===== config.mk =====
export PLATFORM = sky130hd
export DESIGN_NAME = irq_aggregator
export DESIGN_NICKNAME = d
export VERILOG_FILES = /design/src/rtl/irqagg_pkg.sv /design/src/rtl/irqagg_src.sv /design/src/rtl/irqagg_out.sv /design/src/rtl/irq_aggregator.sv
export SDC_FILE = /design/constraint.sdc
export NUM_CORES = 1
export LEC_CHECK = 0
export BUFFER_PORTS_ARGS = -buffer_cell sky130_fd_sc_hd__buf_2
export CAP_MARGIN = 15
export CELL_PAD_IN_SITES_DETAIL_PLACEMENT = 0
export CELL_PAD_IN_SITES_GLOBAL_PLACEMENT = 2
export CORE_AREA = 4 4 138 140
export CTS_CLUSTER_DIAMETER = 30
export DETAILED_ROUTE_END_ITERATION = 10
export DIE_AREA = 0 0 142 144
export PLACE_DENSITY_LB_ADDON = 0.1
export SYNTH_ARGS = -nofsm -noshare
export SYNTH_HDL_FRONTEND = slang
export SYNTH_SLANG_ARGS = --single-unit

===== constraint.sdc =====
create_clock -name clk -period 0.8 [get_ports clk]
set_input_delay 0.04 -clock clk [delete_from_list [all_inputs] [get_ports clk]]
set_output_delay 0.04 -clock clk [all_outputs]
set_load 0.1 [all_outputs]

===== src/rtl/irqagg_pkg.sv =====
package irqagg_pkg;
  localparam int STS_W    = 32;
  localparam int GLB_BIT  = 31;
  localparam int CTRL_BIT = 30;

  // Enable mask: global, controller summary, and one bit per stream.
  function automatic logic [STS_W-1:0] ctl_keep_mask(input int nstream);
    logic [STS_W-1:0] m;
    m = '0;
    m[GLB_BIT]  = 1'b1;
    m[CTRL_BIT] = 1'b1;
    for (int i = 0; i < nstream; i++) m[i] = 1'b1;
    return m;
  endfunction
endpackage


===== src/rtl/irqagg_src.sv =====
module irqagg_src
  import irqagg_pkg::*;
#(
  parameter int NSTREAM  = 8,
  parameter int NCODEC   = 15,
  parameter int CTL_W    = 32,
  parameter int DONE_BIT = 26
) (
  input  logic                     resp_done_flag,
  input  logic                     resp_ovr_flag,
  input  logic [NCODEC-1:0]        codec_chg_sts,
  input  logic [NCODEC-1:0]        wake_mask,
  input  logic [NSTREAM*CTL_W-1:0] stream_ctl,
  input  logic [STS_W-1:0]         ctl_eff,
  output logic [NSTREAM-1:0]       strm_done,
  output logic                     ctrl_hit,
  output logic [STS_W-1:0]         sts_next
);
  localparam int SUM_W = STS_W - 1;

  function automatic logic [NSTREAM-1:0] pick_done(input logic [NSTREAM*CTL_W-1:0] w);
    logic [NSTREAM-1:0] r;
    for (int i = 0; i < NSTREAM; i++) r[i] = w[i*CTL_W + DONE_BIT];
    return r;
  endfunction

  function automatic logic summary(input logic a, input logic b,
                                   input logic [NCODEC-1:0] chg,
                                   input logic [NCODEC-1:0] en);
    return a | b | (|(chg & en));
  endfunction

  function automatic logic global_of(input logic [SUM_W-1:0] s,
                                     input logic [SUM_W-1:0] en);
    return |(s & en);
  endfunction

  assign strm_done = pick_done(stream_ctl);
  assign ctrl_hit  = summary(resp_done_flag, resp_ovr_flag, codec_chg_sts, wake_mask);

  always_comb begin
    sts_next                = '0;
    sts_next[NSTREAM-1:0]   = strm_done;
    sts_next[CTRL_BIT]      = ctrl_hit;
    sts_next[GLB_BIT]       = global_of(sts_next[SUM_W-1:0], ctl_eff[SUM_W-1:0]);
  end
endmodule


===== src/rtl/irqagg_out.sv =====
module irqagg_out
  import irqagg_pkg::*;
(
  input  logic             clk,
  input  logic             rst_n,
  input  logic             msg_mode,
  input  logic [STS_W-1:0] sts_next,
  input  logic [STS_W-1:0] ctl_eff,
  output logic [STS_W-1:0] sts_q,
  output logic             lvl_q,
  output logic             lvl_rise,
  output logic             irq_line,
  output logic             msg_pulse
);
  logic lvl_d;
  logic lvl_prev_q;

  assign lvl_d = sts_next[GLB_BIT] & ctl_eff[GLB_BIT];

  always_ff @(posedge clk or negedge rst_n) begin
    if (!rst_n) begin
      sts_q      <= '0;
      lvl_q      <= 1'b0;
      lvl_prev_q <= 1'b0;
    end else begin
      sts_q      <= sts_next;
      lvl_q      <= lvl_d;
      lvl_prev_q <= lvl_q;
    end
  end

  assign lvl_rise  = lvl_q & ~lvl_prev_q;
  assign irq_line  = ~msg_mode & lvl_q;
  assign msg_pulse = msg_mode & lvl_rise;
endmodule


===== src/rtl/irq_aggregator.sv =====
module irq_aggregator
  import irqagg_pkg::*;
#(
  parameter int NSTREAM  = 8,
  parameter int NCODEC   = 15,
  parameter int CTL_W    = 32,
  parameter int DONE_BIT = 26
) (
  input  logic                     clk,
  input  logic                     rst_n,
  input  logic                     msg_mode,
  input  logic                     resp_done_flag,
  input  logic                     resp_ovr_flag,
  input  logic [NCODEC-1:0]        codec_chg_sts,
  input  logic [NCODEC-1:0]        wake_mask,
  input  logic [NSTREAM*CTL_W-1:0] stream_ctl,
  input  logic [31:0]              irq_ctrl,
  output logic [31:0]              irq_status,
  output logic                     irq_line,
  output logic                     msg_pulse
);
  localparam logic [STS_W-1:0] KEEP = ctl_keep_mask(NSTREAM);

  logic [STS_W-1:0]   ctl_eff;
  logic [STS_W-1:0]   sts_next;
  logic [NSTREAM-1:0] strm_done;
  logic               ctrl_hit;
  logic               lvl_q;
  logic               lvl_rise;

  assign ctl_eff = irq_ctrl & KEEP;

  irqagg_src #(
    .NSTREAM(NSTREAM), .NCODEC(NCODEC), .CTL_W(CTL_W), .DONE_BIT(DONE_BIT)
  ) u_src (
    .resp_done_flag(resp_done_flag),
    .resp_ovr_flag (resp_ovr_flag),
    .codec_chg_sts (codec_chg_sts),
    .wake_mask     (wake_mask),
    .stream_ctl    (stream_ctl),
    .ctl_eff       (ctl_eff),
    .strm_done     (strm_done),
    .ctrl_hit      (ctrl_hit),
    .sts_next      (sts_next)
  );

  irqagg_out u_out (
    .clk      (clk),
    .rst_n    (rst_n),
    .msg_mode (msg_mode),
    .sts_next (sts_next),
    .ctl_eff  (ctl_eff),
    .sts_q    (irq_status),
    .lvl_q    (lvl_q),
    .lvl_rise (lvl_rise),
    .irq_line (irq_line),
    .msg_pulse(msg_pulse)
  );
endmodule


### Word-level counts from Yosys, hierarchy flattened

Index checks and enable logic that the tools add are counted.

| operators by class | value |
|---|---|
| bitwise logic cells | 10 |
| reduce and logical (&&, ||, !) cells | 2 |

Operators with widths:

| kind | number |
|---|---|
| $and 31x31->31 | 1 |
| $reduce_or 31->1 | 1 |
| $and 15x15->15 | 1 |
| $reduce_or 15->1 | 1 |
| $and 1x1->1 | 4 |
| $not 1->1 | 2 |
| $or 1x1->1 | 2 |

| word-level totals | value |
|---|---|
| register bits | 12 |
| input port bits | 323 |
| output and inout bits | 34 |
| logic and storage cells | 15 |

### Depth between registers and ports, before layout

| logic depth | value |
|---|---|
| word-level depth | 6 |
| gate-level depth with buffers | 4 |
| depth with buffers taken out | 4 |

### Hierarchy

A second synthesis with hierarchy kept.

| second synthesis, totals | value |
|---|---|
| cells, all modules | 94 |
| area total of the unflattened synthesis | 1305.0 sq um |

Modules (own cells, without submodules):

| module | times used | cells each | area an instance (sq um) | sequential area each (sq um) |
|---|---|---|---|---|
| irqagg_out | 1 | 38 | 878.3 | 850.8 |
| irqagg_src | 1 | 55 | 422.9 | 0.0 |
| irq_aggregator | 1 | 1 | 3.8 | 0.0 |

### Least setup slack after synthesis

OpenSTA, ideal clock, no wires.

| timing path | value |
|---|---|
| kind | register to output |
| start point | register u_out.lvl_q |
| end point | output irq_line |
| arrival | 1693 ps |
| required time | 760 ps |
| setup slack | -933 ps |
| stages on the path, launching flop included | 2 |
| buffers on the path | 0 |
| cells stage by stage | dfrtp_1 -> nor2b_1 |

| between the ends | value |
|---|---|
| cells in the longest elaborated chain, start to end | 1 |

RTL lines:

| item | line | source |
|---|---|---|
| start, declared | irqagg_out.sv:10 | `output logic lvl_q,` |
| start signal, assigned | irqagg_out.sv:27 | `lvl_q <= lvl_d;` |
| $and 1x1->1 | irqagg_out.sv:33 | `assign irq_line = ~msg_mode & lvl_q;` |
| end, declared | irq_aggregator.sv:19 | `output logic irq_line,` |

No other way between the ends.

### Worst setup path in the final report

| timing path | value |
|---|---|
| start point | register u_out.lvl_q |
| end point | output msg_pulse |

| between the ends | value |
|---|---|
| cells in the longest elaborated chain, start to end | 2 |

RTL lines:

| item | line | source |
|---|---|---|
| $and 1x1->1 | irqagg_out.sv:32 | `assign lvl_rise = lvl_q & ~lvl_prev_q;` |
| $and 1x1->1 | irqagg_out.sv:34 | `assign msg_pulse = msg_mode & lvl_rise;` |
| end, declared | irq_aggregator.sv:20 | `output logic msg_pulse` |

No other way between the ends.

==> results.py <==
metrics = {
    "detailed_routing": {
        "drt_iter0_markers": 11,
        "vias": 681,
        "vias_per_cell": 1.86,
        "ant_nets": 0,
        "dr.pass1.iters": 2,
        "drc_errors": 0,
        "wirelength_um": 3210,
        "wl_per_cell_um": 8.76,
    },
    "timing": {
        "rsz0062_at_grt": "yes",
        "max_freq_ghz": 0.945,
        "whs_ns": 0.0118,
        "fin_crit_sh_pct": 132,
        "finalSetupViolations": 12,
        "drv_slew": 0,
        "finalCriticalPeriod_ns": 1.06,
        "setup_ws_ns": -0.259,
        "final-hold-violation-count": 0,
        "tns_ns": -1.06,
        "clock_skew_ns": 0.000314,
    },
    "global_route": {
        "grt_max_degree": 13,
        "grt_pass1_vias": 740,
        "grt_overflow": 0,
        "antenna_found_initial": 0,
        "grt_first_pass_wirelength_um": 4600,
        "grt_use_total_pct": 3.02,
    },
    "power_and_ir_drop": {
        "switchingPower_w": 0.00110,
        "cellLeakagePower_nw": 0.680,
        "p_per_area_nw_per_um2": 1790,
        "switching_share_pct": 39.7,
        "peakVddDrop_mv": 0.535,
        "pwr-share-comb_pct": 38.5,
        "p_clk_share_pct": 37.3,
        "pwr-share-seq_pct": 24.2,
        "power.internal_w": 0.00167,
    },
    "logic_synthesis": {
        "synth-seq-area-share_pct": 46.8,
        "syn-cell-area_um2": 642,
        "synth_fa_ha_area_share_pct": 0,
        "synth-seq-cells": 12,
        "syn_area_per_cell_um2": 10.5,
        "synth_warnings": 0,
        "synth_simple_gate_area_share_pct": 7.41,
        "synth-xor-area-share_pct": 0,
        "synthCells": 61,
        "synth_top_family_by_area": "buffers and inverters",
        "synth_compound_area_share_pct": 17.7,
        "synth_mux_area_share_pct": 0,
        "synthDistinctLibCells": 17,
    },
    "die": {
        "fp.dieW_um": 142,
        "rows": 49,
        "start_util_pct": 3.60,
        "design.die.area_um2": 20400,
        "die_h_um": 144,
        "core_region_area_um2": 17800,
        "ioPinCount": 357,
    },
    "cells_and_area": {
        "diodes": 0,
        "final_util_pct": 8.68,
        "area_growth_pct": 141,
        "nNetsFinal": 461,
        "drive_gt1_share_pct": 66.4,
    },
    "clocking": {
        "cts_tree": "done",
        "path_clk_slew_ns": 0.05,
        "clock_sinks": 12,
        "h-tree-depth": 1,
        "cts_inserted_buffers": 3,
        "root_buffer": "clkbuf_16",
        "clk_latency_ns": 0.24,
        "cts_max_path_buffers": 2,
        "post-cts-setup-buffers": 0,
    },
    "placed_design": {
        "dp_slack_ns": -0.303,
        "dp_hpwl_um": 3000,
        "gp_congestion": 0.625,
        "port_buffers": 64,
    },
    "worst_setup_path": {
        "worst_ep_arrival_time_ns": 1.02,
        "cp-end-kind": "output port",
        "timing.critical_path.required_ns": 0.76,
        "r2r_slack_ns": 0.24,
        "r2r_cells": 0,
        "critical_path_class": "reg2out",
        "critPathMaxFanout": 3,
        "critPathLaunchType": "flip-flop",
    },
    "status": {
        "violations": "negative setup slack",
        "outcome": "finished, violations left",
    },
    "run": {
        "drv_cap": 0,
    },
    "min_path": {
        "hold_depth": 2,
        "hold_class": "in2reg",
    },
}
## power by group through the flow
stage / logic, W / registers, W / clock network, W
finish: 0.00107 / 0.000671 / 0.00104
global placement: 0.00107 / 0.000682 / 0
floorplan: 0.000642 / 0.000834 / 0
global route: 0.00112 / 0.000673 / 0.00112
CTS: 0.00108 / 0.000672 / 0.00108
detailed placement: 0.00106 / 0.000682 / 0
## metal layers
| layer | wire [um] | GRT usage (%) | vias up | share of wire (%) |
|---|---|---|---|---|
| li1 | - | - | 318 | - |
| met1 | 1420 | 3.90 | 285 | 44 |
| met2 | 1220 | 4.22 | 76 | 38 |
| met3 | 542 | 1.85 | 2 | 17 |
| met4 | 21 | 0.758 | 0 | 0.65 |
| met5 | 0 | 0 | - | 0 |
## critical path, stage by stage, from the launching register on
cell	delay (ns)
dfrtp_1	0.41
nand2_2	0.08
nor2_4	0.11
buf_12	0.18
## layout by cell type, fill, tap and decap left out, types with 2 or more instances in the layout
cell type and count:
buf_2 52, conb_1 22, buf_12 12, dfrtp_2 10, a22oi_1 8, buf_4 6
nand2_1 3, inv_1 3, clkbuf_16 3, dlygate4sd3_1 3, dfrtp_1 2
## through the flow
stage / area (um^2) / power [W] / std cells
3_5_place_dp: 1420 / 0.00174 / 359
4_1_cts: 1540 / 0.00282 / 366
5_1_grt: 1550 / 0.00291 / 366
2_1_floorplan: 751 / 0.00148 / 82
6_report: 1550 / 0.00277 / 366
3_3_place_gp: 1420 / 0.00175 / 359
## cell usage after synthesis
master | count | area, um^2
buf_4 | 22 | 165
dfrtp_1 | 12 | 300
a22oi_1 | 8 | 60.1
nand2_1 | 4 | 15.0
inv_1 | 3 | 11.3
a211oi_2 | 1 | 12.5
a221oi_1 | 1 | 8.76
a22o_1 | 1 | 8.76
a22oi_2 | 1 | 12.5
and3_1 | 1 | 6.26
conb_1 | 1 | 3.75
nand4_1 | 1 | 6.26
nor2_1 | 1 | 3.75
nor2b_1 | 1 | 6.26
nor3_2 | 1 | 10.0
o21ai_1 | 1 | 5.00
o22ai_1 | 1 | 6.26
## sequential cells by signal, summed over array words and instances, names as in the netlist
name / flops
u_out.lvl_prev_q: 1
u_out.lvl_q: 1
u_out.sts_q: 10
## worst paths after layout
kind / end / from
min in group asynchronous: u_out.lvl_prev_q / rst_n
setup / recovery: msg_pulse / u_out.lvl_q
hold / removal: u_out.sts_q[3] / stream_ctl[122]
max in group asynchronous: u_out.sts_q[3] / rst_n
hold reg to reg: u_out.lvl_prev_q / u_out.lvl_q
setup reg to reg: u_out.lvl_prev_q / u_out.lvl_q
## timing repair
action	in CTS	in global routing
hold buffers	3	0
endpoints found under the hold margin	14	0
cloned	0	0
resized for setup	1	1
pin swaps	1	1
endpoints found under the setup margin	14	14
## cell families after synthesis
| kind of cell | count (synthesis) |
|---|---|
| other cells | 1 |
| flops | 12 |
| buf+inv | 25 |
| simple gates | 9 |
| compound gates | 14 |
## final cells by class
| type | count | area [um^2] |
|---|---|---|
| clock buffer | 4 | 88.8 |
| fill | 2069 | 16300 |
| inverter | 3 | 11.3 |
| multi-input combinational | 45 | 274 |
| sequential | 12 | 313 |
| tap | 229 | 287 |
| timing repair buffer | 73 | 576 |
Power figures use the tool's default switching activity.
